--- config.mk ---
export PLATFORM = sky130hd
export DESIGN_NAME = txstat_stack
export DESIGN_NICKNAME = d
export VERILOG_FILES = /design/src/rtl/txstat_pkg.sv /design/src/rtl/txstat_fmt.sv /design/src/rtl/txstat_store.sv /design/src/rtl/txstat_guard.sv /design/src/rtl/txstat_stack.sv
export SDC_FILE = /design/constraint.sdc
export NUM_CORES = 1
export LEC_CHECK = 0
export ABC_AREA = 1
export BUFFER_PORTS_ARGS = -buffer_cell sky130_fd_sc_hd__buf_2
export CAP_MARGIN = 20
export CORE_ASPECT_RATIO = 0.5
export CORE_MARGIN = 4
export CORE_UTILIZATION = 57
export DETAILED_ROUTE_END_ITERATION = 12
export PLACE_DENSITY = 0.77
export SLEW_MARGIN = 25
export SYNTH_ARGS = -nofsm -noshare
export SYNTH_HDL_FRONTEND = slang
export SYNTH_SLANG_ARGS = --single-unit
export TNS_END_PERCENT = 10
--- constraint.sdc ---
create_clock -name clk -period 2.78 [get_ports clk]
set_input_delay 0.139 -clock clk [delete_from_list [all_inputs] [get_ports clk]]
set_output_delay 0.139 -clock clk [all_outputs]
set_load 0.01 [all_outputs]
--- src/rtl/txstat_pkg.sv ---
package txstat_pkg;

    localparam int STAT_W       = 8;
    localparam int BIT_DONE     = 7;
    localparam int BIT_IRQ      = 6;
    localparam int BIT_JABBER   = 5;
    localparam int BIT_UNDERRUN = 4;
    localparam int BIT_MAXCOL   = 3;
    localparam int BIT_OVF      = 2;

    typedef struct packed {
        logic irq;
        logic jabber;
        logic underrun;
        logic maxcol;
    } tx_event_t;

endpackage

--- src/rtl/txstat_fmt.sv ---
module txstat_fmt
    import txstat_pkg::*;
(
    input  tx_event_t         ev_i,
    output logic [STAT_W-1:0] byte_o,
    output logic              report_o,
    output logic              fatal_o
);

    always_comb begin
        byte_o               = '0;
        byte_o[BIT_DONE]     = 1'b1;
        byte_o[BIT_IRQ]      = ev_i.irq;
        byte_o[BIT_JABBER]   = ev_i.jabber;
        byte_o[BIT_UNDERRUN] = ev_i.underrun;
        byte_o[BIT_MAXCOL]   = ev_i.maxcol;
        report_o = ev_i.irq | ev_i.jabber | ev_i.underrun | ev_i.maxcol;
        fatal_o  = ev_i.jabber | ev_i.underrun;
    end

endmodule

--- src/rtl/txstat_store.sv ---
module txstat_store
    import txstat_pkg::*;
#(
    parameter int DEPTH = 4
) (
    input  logic              clk,
    input  logic              rst_n,
    input  logic              clr_i,
    input  logic              push_i,
    input  logic [STAT_W-1:0] push_byte_i,
    input  logic              pop_i,
    output logic [STAT_W-1:0] head_o,
    output logic              nonempty_o
);

    localparam int PTR_W = (DEPTH > 1) ? $clog2(DEPTH) : 1;
    localparam int CNT_W = $clog2(DEPTH + 1);
    localparam logic [PTR_W-1:0] LAST_SLOT = PTR_W'(DEPTH - 1);
    localparam logic [CNT_W-1:0] FULL_CNT  = CNT_W'(DEPTH);

    typedef struct packed {
        logic [DEPTH-1:0][STAT_W-1:0] slot;
        logic [PTR_W-1:0]             rd;
        logic [PTR_W-1:0]             wr;
        logic [CNT_W-1:0]             count;
    } store_t;

    store_t st_d, st_q;

    function automatic logic [PTR_W-1:0] step(input logic [PTR_W-1:0] p);
        return (p == LAST_SLOT) ? '0 : p + 1'b1;
    endfunction

    logic             take_pop;
    logic [CNT_W-1:0] cnt_after_pop;
    logic             room;

    always_comb begin
        st_d          = st_q;
        take_pop      = pop_i && (st_q.count != '0);
        cnt_after_pop = st_q.count - CNT_W'(take_pop);
        room          = cnt_after_pop < FULL_CNT;
        if (clr_i) begin
            st_d = '0;
        end else begin
            if (take_pop) begin
                st_d.rd = step(st_q.rd);
            end
            st_d.count = cnt_after_pop;
            if (push_i) begin
                if (room) begin
                    st_d.slot[st_q.wr] = push_byte_i;
                    st_d.wr            = step(st_q.wr);
                    st_d.count         = cnt_after_pop + 1'b1;
                end else begin
                    st_d.slot[st_q.rd][BIT_OVF] = 1'b1;
                end
            end
        end
    end

    always_ff @(posedge clk or negedge rst_n) begin
        if (!rst_n) begin
            st_q <= '0;
        end else begin
            st_q <= st_d;
        end
    end

    assign nonempty_o = (st_q.count != '0);
    assign head_o     = nonempty_o ? st_q.slot[st_q.rd] : '0;

endmodule

--- src/rtl/txstat_guard.sv ---
module txstat_guard (
    input  logic clk,
    input  logic rst_n,
    input  logic clr_i,
    input  logic set_i,
    output logic halt_o
);

    typedef struct packed {
        logic halt;
    } guard_t;

    guard_t gd_d, gd_q;

    always_comb begin
        gd_d = gd_q;
        if (clr_i) begin
            gd_d.halt = 1'b0;
        end else if (set_i) begin
            gd_d.halt = 1'b1;
        end
    end

    always_ff @(posedge clk or negedge rst_n) begin
        if (!rst_n) begin
            gd_q <= '0;
        end else begin
            gd_q <= gd_d;
        end
    end

    assign halt_o = gd_q.halt;

endmodule

--- src/rtl/txstat_stack.sv ---
module txstat_stack
    import txstat_pkg::*;
#(
    parameter int DEPTH = 4
) (
    input  logic              clk,
    input  logic              rst_n,
    input  logic              done_i,
    input  logic              irq_req_i,
    input  logic              jabber_i,
    input  logic              underrun_i,
    input  logic              maxcol_i,
    input  logic              pop_i,
    input  logic              tx_reset_i,
    output logic [STAT_W-1:0] stat_o,
    output logic              pending_o,
    output logic              tx_halt_o
);

    tx_event_t         ev;
    logic [STAT_W-1:0] ev_byte;
    logic              ev_report;
    logic              ev_fatal;

    assign ev = '{irq: irq_req_i, jabber: jabber_i,
                  underrun: underrun_i, maxcol: maxcol_i};

    txstat_fmt u_fmt (
        .ev_i     (ev),
        .byte_o   (ev_byte),
        .report_o (ev_report),
        .fatal_o  (ev_fatal)
    );

    txstat_store #(.DEPTH(DEPTH)) u_store (
        .clk         (clk),
        .rst_n       (rst_n),
        .clr_i       (tx_reset_i),
        .push_i      (done_i && ev_report),
        .push_byte_i (ev_byte),
        .pop_i       (pop_i),
        .head_o      (stat_o),
        .nonempty_o  (pending_o)
    );

    txstat_guard u_guard (
        .clk    (clk),
        .rst_n  (rst_n),
        .clr_i  (tx_reset_i),
        .set_i  (done_i && ev_fatal),
        .halt_o (tx_halt_o)
    );

endmodule

Word level (Yosys, flattened, before mapping)
Cells that the tools add are included.

word-level totals
  bits in registers = 40
  input bits = 9
  output and inout bits = 10
  word-level logic and storage cells = 53

cells by class
  $add $sub $neg = 4
  magnitude comparators = 5
  eq/ne operators = 2
  multiplexer cells = 18
  bitwise operators = 5
  reduce and logical (&&, ||, !) cells = 11

operator list
  cell                   number
  $mux W32               2
  $mux W39               1
  $bwmux W32             1
  $demux W8 S2           2
  $or A32 B32 Y32        1
  $mux W8                3
  $bmux W8 S2            1
  $mux W5                2
  $reduce_bool A2 Y1     4
  $lt A2 B3 Y1 const B   2
  $mux W2                3
  $logic_and A1 B1 Y1    5
  $add A2 B1 Y2 const B  2
  $eq A2 B2 Y1 const B   2
  $ge A2 B1 Y1 const B   2
  $or A1 B1 Y1           4
  $add A3 B1 Y3 const B  1
  $lt A3 B3 Y1 const B   1
  $mux W3                1
  $reduce_bool A3 Y1     1
  $sub A3 B1 Y3          1
  $mux W1                2
  $reduce_and A2 Y1      1

Depth between registers and ports, before layout
  depth in word-level cells = 8
  gate-level depth with buffers = 12
  mapped depth without buffers = 12

Modules after synthesis
A second synthesis with hierarchy kept.

second synthesis, totals
  cell total of the unflattened synthesis = 359
  area, all modules = 2,512.4 µm²

by module, submodules not included
  module        instances  cells an instance  area each (µm²)  seq. area each (µm²)
  txstat_store  1          338                2,379.8          975.9
  txstat_fmt    1          14                 85.1             0.0
  txstat_guard  1          3                  32.5             25.0
  txstat_stack  1          4                  15.0             0.0

Worst setup path after synthesis
OpenSTA, ideal clock, no wires.

  path kind = reg2reg
  from = register u_store.st_q[1] (netlist bit)
  to = register u_store.st_q[18] (netlist bit)
  arrival time = 1,866 ps
  slack = 796 ps
  stages on the path, launching flop included = 12
  cells stage by stage = dfrtp_1 nor3_2 nor2_1 ha_1 ha_1 inv_1 nand2_1 nand2_4 buf_6 nor3_1 nand3_1 nand2_1

between the ends
  cells in the longest elaborated chain, start to end = 7

ends and longest elaborated chain
  what                      RTL line            source
  start: declaration        txstat_store.sv:28  store_t st_d, st_q;
  start signal: assignment  txstat_store.sv:66  st_q <= st_d;
  $reduce_bool A3 Y1        txstat_store.sv:40  take_pop = pop_i && (st_q.count != '0);
  $logic_and A1 B1 Y1       txstat_store.sv:40
  $sub A3 B1 Y3 *           txstat_store.sv:41  cnt_after_pop = st_q.count - CNT_W'(take_pop);
  $lt A3 B3 Y1 *            txstat_store.sv:42  room = cnt_after_pop < FULL_CNT;
  $mux W32 *                txstat_store.sv:51  if (room) begin
  $mux W32 *                txstat_store.sv:50  if (push_i) begin
  $mux W39 *                txstat_store.sv:43  if (clr_i) begin

Mark *: on every way between the ends. The rest lies on a longest branch, timed or not. The select of a mux whose other input is x is not followed.
A chain may end at the register's enable or synchronous reset.

Worst setup path in the final report
  from = register u_store.st_q[5] (netlist bit)
  to = output port stat_o[7]

between the ends
  cells in the longest elaborated chain, start to end = 3

ends and longest elaborated chain
  what                           RTL line            source
  $bmux W8 S2                    txstat_store.sv:71  assign head_o = nonempty_o ? st_q.slot[st_q.rd] : '0;
  $mux W8 (implied by the code)  txstat_store.sv:71
  $mux W8                        txstat_store.sv:71
  end: declaration               txstat_stack.sv:15  output logic [STAT_W-1:0] stat_o,

Every way passes these cells. The select of a mux whose other input is x is not followed.

==> metrics.md <==
| Metric | Value |
|---|---|
| Least-Margin Pin Slew | `0.709 ns` |
| First DRT Iteration DRCs | `about 190` |
| Fin crit period | `2.21 ns` |
| CTS tree | `built` |
| Fraction of final layout cells sized beyond drive strength 1 | `between 15 and 20%` |
| Vias in the first global route | `between 1500 and 2000` |
| Layout area overhead | `10.7%` |
| Clock transition at path regs | `0.07 ns` |
| Sequential share of the synthesized area | `between 30% and 40%` |
| Largest net degree at the start of global routing | `33` |
| Pins Over Slew Limit | `0` |
| Critical Path Sink Type | `primary output` |
| Startpoint Class | `flip-flop` |
| Area of the core | `~3400 um^2` |
| GRT Util Overall | `23.1%` |
| N_diodes | `0` |
| # nets final | `300` |
| Post-Syn Area | `2040 um^2` |
| DIE AREA | `between 4000 and 5000 um^2` |
| Post-route ant nets | `0` |
| CP Data Required Time | `roughly 2.6 ns` |
| Fin util | `65.7%` |
| Top post-synthesis cells by count | `nand2_1, dfrtp_1, nor2_1` |
| Worst reg2reg path depth | `13` |
| Synth top area share | `39.3%` |
| Post-synthesis register bit count | `32` |
| Drt drc | `0` |
| Post-synth ARST share | `between 90% and 100%` |
| Syn avg cell area | `around 7.7 um^2` |
| Max frequency | `0.452 GHz` |
| Max IR drop VDD | `0.000580 V` |
| CTS max path bufs | `2` |
| Wire length per cell | `about 15 um` |
| CTS sink count | `32` |
| Clock tree root buffer cell | `clkbuf_8` |
| Crit path max fanout | `16` |
| Final hold vios | `0` |
| WL final | `approximately 5000 um` |
| HPWL after DPL | `3550 um` |
| DIE HEIGHT | `50.3 um` |
| Io pins | `19` |
| First drt pass iteration count | `4` |
| # rows | `15` |
| Initial antenna violation count | `0` |
| RSZ-0062 raised after global routing | `no` |
| Warnings from Yosys | `0` |
| Final setup TNS | `0 ns` |
| Most common cell in the synthesized netlist | `nand2_1` |
| Post-synth EDFFs | `0` |
| Leakage | `around 1.2 nW` |
| Status | `complete, no violations` |
| Pwr dens | `around 1000 nW/um^2` |
| Synth area leaders | `dfrtp_1, nand2_1, ha_1, nand3_1, nor2_1` |
| Yosys top cell by area | `dfrtp_1` |
| IO buf count | `16` |
| Total number of vias | `1826` |
| Headroom to the max-slew limit | `a little over half` |
| Fillers | `310` |
| CTS buffer count | `5` |
| Worst Clk Skew | `0.00651 ns` |
| Grt ovf | `0` |
| Die W | `92.5 um` |
| Cell variety after synth | `25` |
| Clock Latency Late Sink | `0.29 ns` |
| Initial Util | `roughly three fifths` |
| Max_cap viols | `0` |
| Final setup viols | `0` |
| Hold Path Stages | `3` |
| Routability cong. | `0.896` |
| First-pass GRT wire length | `8190 um` |
| Setup CP Type | `flip-flop to primary output` |
| Cells after Synth | `263` |
| Type of the worst min-delay path | `input pin to flip-flop` |
| Period utilisation layout | `79.6%` |
| H-tree depth | `2` |
| Via density | `5.50` |
| Arrival time at the worst endpoint | `2.07 ns` |
| Main flop type after synthesis | `dfrtp_1` |
| Post-CTS sizing | `0` |
==> final timing paths <==
| kind | start | endpoint | slack [ns] |
|---|---|---|---|
| setup / recovery | u_store.st_q[5]$_DFFE_PN0P_ | stat_o[7] | 0.57 |
| hold / removal | irq_req_i | u_store.st_q[13]$_DFFE_PN0P_ | 0.15 |
| setup reg to reg | u_store.st_q[2]$_DFF_PN0_ | u_store.st_q[10]$_DFFE_PN0P_ | 0.66 |
| hold reg to reg | u_store.st_q[13]$_DFFE_PN0P_ | u_store.st_q[13]$_DFFE_PN0P_ | 0.47 |
| max in group asynchronous | rst_n | u_store.st_q[1]$_DFF_PN0_ | 1.89 |
| min in group asynchronous | rst_n | u_store.st_q[35]$_DFFE_PN0P_ | 0.43 |
==> logic make-up (layout without fill, tap and decap cells) <==
group | after synthesis | after routing | synth area share, %
flip-flops | 32 | 32 | 39.3
other | 1 | 2 | 0.184
AND/OR/NAND/NOR | 153 | 153 | 36.9
AO/OA/AOI/OAI | 35 | 35 | 9.28
adder cells (fa/ha/maj) | 11 | 11 | 6.76
buffers and inverters | 31 | 48 | 7.62
==> routing by layer <==
| layer | GRT usage (%) | part of all wire (%) | up-vias | wire length [um] |
|---|---|---|---|---|
| li1 | - | - | 885 | - |
| met1 | 34.9 | 49 | 868 | 2410 |
| met2 | 32.2 | 42 | 68 | 2060 |
| met3 | 7.04 | 9.1 | 5 | 451 |
| met4 | 4.93 | 0.55 | 0 | 27 |
| met5 | 0 | 0 | - | 0 |
==> area by class of cell <==
type                    count  area (um^2)  share of cell area [%]
clock buffers               7         96.3                    4.27
clock inverters             1         30.0                    1.33
well taps                  51         63.8                    2.83
inverters                  22         82.6                    3.66
repair buffers             18         97.6                    4.33
multi-input cells         201         1080                    48.1
flip-flops and latches     32          801                    35.5
==> flip-flops by register name, summed over array words and instances (netlist names) <==
name and flops:
u_store.st_q 31, u_guard.halt_o 1
==> through the flow <==
stage | total power [mW] | area [um^2] | instances | hold slack, ns | worst slack [ns]
2_1_floorplan | 1.53 | 2040 | 264 | -0.157 | 0.796
6_report | 2.32 | 2260 | 332 | 0.153 | 0.568
3_3_place_gp | 1.78 | 2120 | 323 | 0.227 | 0.792
5_1_grt | 2.50 | 2260 | 332 | 0.170 | 0.447
4_1_cts | 2.31 | 2260 | 332 | 0.154 | 0.639
3_5_place_dp | 1.81 | 2120 | 323 | 0.228 | 0.690
==> cell usage in the layout, fill, tap and decap left out, types with 2 or more instances in the layout <==
master,netlist,layout
buf_2,1,16
inv_1,19,19
nor2_1,28,28
nand2_2,3,3
nand2_4,4,4
o21ai_0,18,18
nor3_1,12,12
inv_2,2,2
nand3_2,9,9
o21ai_1,4,4
o211ai_1,4,4
conb_1,1,2
clkbuf_8,0,7
a21oi_1,8,8
nand2_1,72,72
nand3_1,21,21
ha_1,11,11
nor2_8,2,2
dfrtp_1,32,32
==> critical path, cell delays in order (launching register included) <==
cell and delay [ns]:
dfrtp_1 0.72, inv_1 0.39, o21ai_0 0.38, a21oi_1 0.13, buf_2 0.15
==> power breakdown <==
group	internal [mW]	switching (mW)
Combinational	0.370	0.765
Clock	0.316	0.181
Sequential	0.578	0.113
Total	1.26	1.06
==> repair_timing <==
item | CTS | global route
setup buffers | 0 | 0
hold endpoints to repair | 32 | 0
hold buffers | 1 | 0
endpoints found under the setup margin | 0 | 0
No activity file was read; power rests on OpenSTA's default activity.
